### config.mk
export PLATFORM = sky130hd
export DESIGN_NAME = mpkt_wake_detect
export DESIGN_NICKNAME = d
export VERILOG_FILES = /design/src/rtl/mpw_pkg.sv /design/src/rtl/mpw_byte_compare.sv /design/src/rtl/mpw_sig_fsm.sv /design/src/rtl/mpw_wake_commit.sv /design/src/rtl/mpkt_wake_detect.sv
export SDC_FILE = /design/constraint.sdc
export NUM_CORES = 1
export LEC_CHECK = 0
export BUFFER_PORTS_ARGS = -buffer_cell sky130_fd_sc_hd__buf_4
export CAP_MARGIN = 25
export CORE_AREA = 2 2 100 54
export CTS_BUF_LIST = sky130_fd_sc_hd__clkbuf_8
export CTS_CLUSTER_DIAMETER = 120
export DETAILED_ROUTE_END_ITERATION = 6
export DIE_AREA = 0 0 102 56
export PLACE_DENSITY = 0.82
export SLEW_MARGIN = 20
export SYNTH_ARGS = -nofsm -noshare
export SYNTH_HDL_FRONTEND = slang
export SYNTH_SLANG_ARGS = --single-unit
### constraint.sdc
create_clock -name clk -period 7.4 [get_ports clk]
set_input_delay 0.74 -clock clk [delete_from_list [all_inputs] [get_ports clk]]
set_output_delay 0.74 -clock clk [all_outputs]
set_load 0.02 [all_outputs]
### src/rtl/mpw_pkg.sv
package mpw_pkg;

  typedef enum logic [1:0] {
    PH_HUNT  = 2'd0,
    PH_ADDR  = 2'd1,
    PH_FOUND = 2'd2
  } mpw_phase_e;

  function automatic logic is_sync_byte(input logic [7:0] b);
    return b == 8'hFF;
  endfunction

  // bit offset of the address byte expected at signature position idx
  function automatic int addr_lane(input int idx, input int nbytes);
    return (nbytes - 1 - (idx % nbytes)) * 8;
  endfunction

endpackage

### src/rtl/mpw_byte_compare.sv
module mpw_byte_compare #(
  parameter int ADDR_BYTES = 6,
  parameter int IDX_W      = 7
) (
  input  logic [ADDR_BYTES*8-1:0] node_addr,
  input  logic [7:0]              rx_data,
  input  logic [IDX_W-1:0]        pos,
  output logic                    is_ff,
  output logic                    addr_ok
);
  import mpw_pkg::*;

  logic [7:0] expected;

  always_comb begin
    expected = node_addr[addr_lane(int'(pos), ADDR_BYTES) +: 8];
    is_ff    = is_sync_byte(rx_data);
    addr_ok  = (rx_data == expected);
  end

endmodule

### src/rtl/mpw_sig_fsm.sv
module mpw_sig_fsm #(
  parameter int SYNC_LEN   = 6,
  parameter int ADDR_BYTES = 6,
  parameter int COPIES     = 16
) (
  input  logic                                      clk,
  input  logic                                      rst_n,
  input  logic                                      wake_en,
  input  logic                                      rx_valid,
  input  logic                                      rx_sof,
  input  logic                                      is_ff,
  input  logic                                      addr_ok,
  output logic [$clog2(ADDR_BYTES*COPIES)-1:0]      pos,
  output logic                                      found_next
);
  import mpw_pkg::*;

  localparam int SIG_LEN = ADDR_BYTES * COPIES;
  localparam int IDX_W   = $clog2(SIG_LEN);
  localparam int RUN_W   = $clog2(SYNC_LEN + 1);

  mpw_phase_e       phase_q, phase_d, ph_eff;
  logic [RUN_W-1:0] run_q, run_d, run_eff;
  logic [IDX_W-1:0] idx_q, idx_d, idx_eff;

  // named internal events for the checks below
  logic ev_sync, ev_done, ev_resync, ev_drop, ev_hold;
  logic frame_start;

  assign frame_start = rx_valid & rx_sof;

  // a start-of-frame byte is processed against a cleared state
  always_comb begin
    ph_eff  = frame_start ? PH_HUNT : phase_q;
    run_eff = frame_start ? '0 : run_q;
    idx_eff = frame_start ? '0 : idx_q;
  end

  assign pos = idx_eff;

  always_comb begin
    phase_d   = ph_eff;
    run_d     = run_eff;
    idx_d     = idx_eff;
    ev_sync   = 1'b0;
    ev_done   = 1'b0;
    ev_resync = 1'b0;
    ev_drop   = 1'b0;
    ev_hold   = 1'b0;
    if (!wake_en) begin
      phase_d = PH_HUNT;
      run_d   = '0;
      idx_d   = '0;
    end else if (rx_valid) begin
      case (ph_eff)
        PH_HUNT: begin
          if (is_ff) begin
            if (run_eff == RUN_W'(SYNC_LEN - 1)) begin
              phase_d = PH_ADDR;
              run_d   = '0;
              idx_d   = '0;
              ev_sync = 1'b1;
            end else begin
              run_d = run_eff + 1'b1;
            end
          end else begin
            run_d = '0;
          end
        end
        PH_ADDR: begin
          if (addr_ok) begin
            if (idx_eff == IDX_W'(SIG_LEN - 1)) begin
              phase_d = PH_FOUND;
              ev_done = 1'b1;
            end else begin
              idx_d = idx_eff + 1'b1;
            end
          end else if (is_ff && idx_eff == '0) begin
            ev_hold = 1'b1;            // longer sync run, still aligned
          end else if (is_ff) begin
            phase_d   = PH_HUNT;
            run_d     = RUN_W'(1);
            idx_d     = '0;
            ev_resync = 1'b1;
          end else begin
            phase_d = PH_HUNT;
            run_d   = '0;
            idx_d   = '0;
            ev_drop = 1'b1;
          end
        end
        PH_FOUND: ;
        default: phase_d = PH_HUNT;
      endcase
    end
  end

  assign found_next = (phase_d == PH_FOUND);

  always_ff @(posedge clk or negedge rst_n) begin
    if (!rst_n) begin
      phase_q <= PH_HUNT;
      run_q   <= '0;
      idx_q   <= '0;
    end else begin
      phase_q <= phase_d;
      run_q   <= run_d;
      idx_q   <= idx_d;
    end
  end

  AST_IDX_RANGE: assert property (@(posedge clk) disable iff (!rst_n)
    (phase_q == PH_ADDR) |-> (int'(idx_q) < SIG_LEN));
  AST_ADDR_AFTER_FF: assert property (@(posedge clk) disable iff (!rst_n)
    $rose(phase_q == PH_ADDR) |-> $past(is_ff));
  AST_RESYNC_ONE: assert property (@(posedge clk) disable iff (!rst_n)
    ev_resync |=> (phase_q == PH_HUNT && run_q == RUN_W'(1)));
  AST_DROP_CLEARS: assert property (@(posedge clk) disable iff (!rst_n)
    ev_drop |=> (phase_q == PH_HUNT && run_q == '0));
  AST_EN_LOW_CLEARS: assert property (@(posedge clk) disable iff (!rst_n)
    !wake_en |=> (phase_q == PH_HUNT && run_q == '0 && idx_q == '0));
  AST_SOF_FRESH: assert property (@(posedge clk) disable iff (!rst_n)
    (frame_start && wake_en && !is_ff) |=> (phase_q == PH_HUNT && run_q == '0));
  AST_HOLD_STAYS: assert property (@(posedge clk) disable iff (!rst_n)
    ev_hold |=> (phase_q == PH_ADDR && idx_q == '0));
  AST_EVENTS_EXCL: assert property (@(posedge clk) disable iff (!rst_n)
    $countones({ev_sync, ev_done, ev_resync, ev_drop, ev_hold}) <= 1);

endmodule

### src/rtl/mpw_wake_commit.sv
module mpw_wake_commit (
  input  logic clk,
  input  logic rst_n,
  input  logic frame_end,
  input  logic frame_ok,
  input  logic wake_en,
  input  logic found_next,
  output logic wake_pulse
);

  logic commit;

  assign commit = frame_end & frame_ok & wake_en & found_next;

  always_ff @(posedge clk or negedge rst_n) begin
    if (!rst_n) wake_pulse <= 1'b0;
    else        wake_pulse <= commit;
  end

  AST_PULSE_SINGLE: assert property (@(posedge clk) disable iff (!rst_n)
    wake_pulse |=> !wake_pulse);
  AST_NO_WAKE_BAD_FCS: assert property (@(posedge clk) disable iff (!rst_n)
    (frame_end && !frame_ok) |=> !wake_pulse);
  AST_NO_WAKE_DISABLED: assert property (@(posedge clk) disable iff (!rst_n)
    !wake_en |=> !wake_pulse);
  AST_WAKE_AT_END: assert property (@(posedge clk) disable iff (!rst_n)
    wake_pulse |-> $past(frame_end));

endmodule

### src/rtl/mpkt_wake_detect.sv
module mpkt_wake_detect #(
  parameter int SYNC_LEN   = 6,
  parameter int ADDR_BYTES = 6,
  parameter int COPIES     = 16
) (
  input  logic                    clk,
  input  logic                    rst_n,
  input  logic                    wake_en,
  input  logic [ADDR_BYTES*8-1:0] node_addr,
  input  logic                    rx_valid,
  input  logic                    rx_sof,
  input  logic                    rx_eof,
  input  logic                    rx_good,
  input  logic [7:0]              rx_data,
  output logic                    wake_pulse
);

  localparam int SIG_LEN = ADDR_BYTES * COPIES;
  localparam int IDX_W   = $clog2(SIG_LEN);

  logic [IDX_W-1:0] pos;
  logic             is_ff;
  logic             addr_ok;
  logic             found_next;

  mpw_byte_compare #(
    .ADDR_BYTES (ADDR_BYTES),
    .IDX_W      (IDX_W)
  ) i_cmp (
    .node_addr (node_addr),
    .rx_data   (rx_data),
    .pos       (pos),
    .is_ff     (is_ff),
    .addr_ok   (addr_ok)
  );

  mpw_sig_fsm #(
    .SYNC_LEN   (SYNC_LEN),
    .ADDR_BYTES (ADDR_BYTES),
    .COPIES     (COPIES)
  ) i_fsm (
    .clk        (clk),
    .rst_n      (rst_n),
    .wake_en    (wake_en),
    .rx_valid   (rx_valid),
    .rx_sof     (rx_sof),
    .is_ff      (is_ff),
    .addr_ok    (addr_ok),
    .pos        (pos),
    .found_next (found_next)
  );

  mpw_wake_commit i_commit (
    .clk        (clk),
    .rst_n      (rst_n),
    .frame_end  (rx_valid & rx_eof),
    .frame_ok   (rx_good),
    .wake_en    (wake_en),
    .found_next (found_next),
    .wake_pulse (wake_pulse)
  );

  AST_RESET_QUIET: assert property (@(posedge clk) disable iff (!rst_n)
    $rose(rst_n) |-> !wake_pulse);

endmodule

==> impl_results.md <==
- Status: finished clean
- Compound-cell area share of the yosys netlist: 0.3412
- Arr. time, crit path: 7230 ps
- Crit-path slowest cell: or4_4
- Register area share after synthesis: 0.1224
- Vias: 3281
- Mean area per synthesized cell: 7.128 um^2
- Worst-Margin Slew: 670.2 ps
- Ys flop type: dfrtp_1
- Drt first pass iters: 5
- P&R area growth vs syn: 22.59%
- Asr flop ratio synth: 1.000
- Final Hold Fails: 0
- # IOs: 64
- Final min period: 7113 ps
- FF+latch count, synth: 13
- Buffers added on ports: 63
- RSZ-0062 raised after global routing: false
- Vias/cell: 6.549
- Req. time, crit path: 7520 ps
- H-tree depth: 1
- PwrDens: around 130 mW/mm^2
- Max Cap Viol: 0
- Total GRT Usage: 0.2926
- Main combinational cell family by area after synthesis: compound AO/OA/AOI/OAI gates
- Starting DRT DRC Count: 316
- Core box area: 0.004775 mm^2
- Non-filler cells, final: around 500
- Worst-Skew Late Latency: 240 ps
- CTS clk-pin slew, worst paths: roughly 60 ps
- Most common cell after layout, fill and taps aside: buf_4
- Synth Instances: around 370
- Post-Synth Adder-Cell Area: 0.02824
- Final HPWL DP: 6621 um
- Initial Utilization: 0.5569
- Post-Syn Area: 0.002659 mm^2
- Placed Cells: 494
- Fin nets: 501
- Crit path largest cell delay: 560 ps
- Die W: 102 um
- Clock root buffer: clkbuf_8
- CTS tree: built
- Crit path max fanout: 15
- Layout cells sized above 1: 0.2436
- Most used cell along the critical path: buf_4
- Num CTS Buffers: 3
- Synthesized Nets: 442
- WHS: about 340 ps
- Setup Crit Path Kind: input port to register
- Simple-gate share of the synthesized area: 0.3379
- Peak VDD IR: 119.6 uV
- Nature of the critical path endpoint: register
- Max clock buf depth: 2
- XOR/XNOR Fraction of Synth Area: 0.01976
- Routed len/inst: 17.07 um
- Sink Count: 13
- Largest net degree at the start of global routing: 20
- Final WL: 8552 um
- Wire length of the first global-routing pass: approximately 14000 um
- Worst path bufs/invs: 3
- LEAKAGE: between 1 and 1.5 nW
- # diodes: 0
- Synth warnings: 0
- Most frequent cells in the layout: 71 x buf_4, 61 x nand2_1, 33 x o21ai_0
- Row Count: 18
- Multiplexer area fraction after synthesis: 0.09129
- Post-synth cell types: 78
- Max-slew violation count: 0
- Routed Antenna Nets: 0
- CP delay by family, top: simple AND/OR/NAND/NOR gates
- DRC viols: 0
- Vias in the first global route: between 2000 and 3000
- Die Area: between 0.005 and 0.006 mm^2
- Post-synth EDFFs: 0
- Tcrit/Tclk final: 0.9612
- Max-slew headroom: 0.5502
- # setup viols final: 0
- Tightest Hold Check Type: input port to asynchronous set/reset pin
- Startpoint Class: input port
- GPL Wtd Cong: between 0.9 and 1
- Power Total: 436.8 uW
- Initial antenna violation count: 0
- FMAX: 140.6 MHz
- Setup Skew: 3.142 ps
- Gr ovfl total: 0
- Die span in y: between 50 and 60 um
[worst reg2reg max path: cells and delay by family, from the launching register on]
kind | cells | cell delay, ps
AND/OR/NAND/NOR | 11 | 2560
multiplexers | 1 | 350
AO/OA/AOI/OAI | 9 | 1970
buffers and inverters | 2 | 400
adder cells (fa/ha/maj) | 3 | 920
flip-flops | 1 | 620
[power breakdown]
part | leakage [nW] | internal, mW | switching, mW | total [mW]
combinational | 1.18 | 0.122 | 0.172 | 0.294
sequential | 0.177 | 0.0738 | 0.00543 | 0.0793
clock | 0.0269 | 0.0367 | 0.0266 | 0.0632
total | 1.38 | 0.232 | 0.204 | 0.437
[timing repair]
item                       in CTS  in global routing
hold endpoints to repair        0                  0
gates resized for setup         0                  5
setup endpoints to repair       0                 13
hold buffers                    0                  0
setup buffers                   0                  3
[path summary, 6_finish.rpt]
| kind | from | endpoint | slack, ps | cells after the start |
|---|---|---|---|---|
| worst min-delay path | rst_n | i_fsm.idx_q[6] | 340 | 1 |
| max in group asynchronous | rst_n | i_fsm.phase_q[1] | 6890 | 1 |
| worst max-delay path | rx_valid | i_fsm.phase_q[0] | 290 | 28 |
| min in group clk | i_fsm.phase_q[1] | i_fsm.phase_q[1] | 590 | 2 |
| worst min register to register | i_fsm.phase_q[1] | i_fsm.phase_q[1] | 590 | 2 |
| worst max register to register | i_fsm.idx_q[5] | i_fsm.phase_q[0] | 430 | 26 |
[stage by stage]
stage | worst slack, ps | cell area, um^2 | util | TNS (ps)
6_report | 287.3 | 3259 | 0.6827 | 0
5_1_grt | 0.8775 | 3259 | 0.6827 | 0
4_1_cts | 59.99 | 3216 | 0.6735 | 0
3_5_place_dp | -158.7 | 3171 | 0.6640 | -565.8
3_3_place_gp | 172.2 | 3171 | 0.6640 | 0
2_1_floorplan | 612.8 | 2659 | - | 0
[cells by family after synthesis]
group,Yosys count
mux,17
flops,13
xor+xnor,6
fa+ha+maj,6
simple gates,170
compound gates,125
buf+inv,36
[flip-flops by register name, summed over array words and instances (netlist names)]
signal and count:
i_fsm.phase_q 2, i_fsm.idx_q 7, i_fsm.run_q 3, i_commit.wake_pulse 1
[area by class of cell]
type / instances / area, um^2
fillers: 408 / 1515
inverters: 19 / 71.32
well taps: 70 / 87.58
clock inverters: 1 / 3.754
multi-input cells: 324 / 2197
flip-flops and latches: 13 / 325.3
repair buffers: 71 / 533.0
clock buffers: 3 / 41.29
[synthesized netlist by cell type (all sizes together) (3+ instances only)]
cell	n	area share
nand2b	6	0.014
nand3	22	0.043
o22ai	3	0.0071
o32ai	3	0.013
a22oi	3	0.0085
dfrtp	13	0.12
nand2	61	0.086
inv	19	0.027
and3	9	0.021
mux4	5	0.045
xnor2	5	0.016
o211ai	5	0.016
a21boi	6	0.021
a31oi	11	0.026
o21a	3	0.0085
o2111ai	3	0.015
and2	4	0.0094
mux2i	10	0.038
buf	7	0.018
nor2	27	0.045
clkbuf	10	0.014
ha	6	0.028
a21oi	21	0.044
o21ai	36	0.068
nor3	11	0.031
nor4	3	0.0071
o31ai	4	0.015
nor2b	5	0.012
nand4	9	0.021
a211oi	6	0.021
[routing by layer]
layer	track usage	wire, um
met4	0.02476	53
met5	0	0
met2	0.3910	3424
met3	0.05402	1012
met1	0.4878	4062
(Power assumes the default switching activity.)
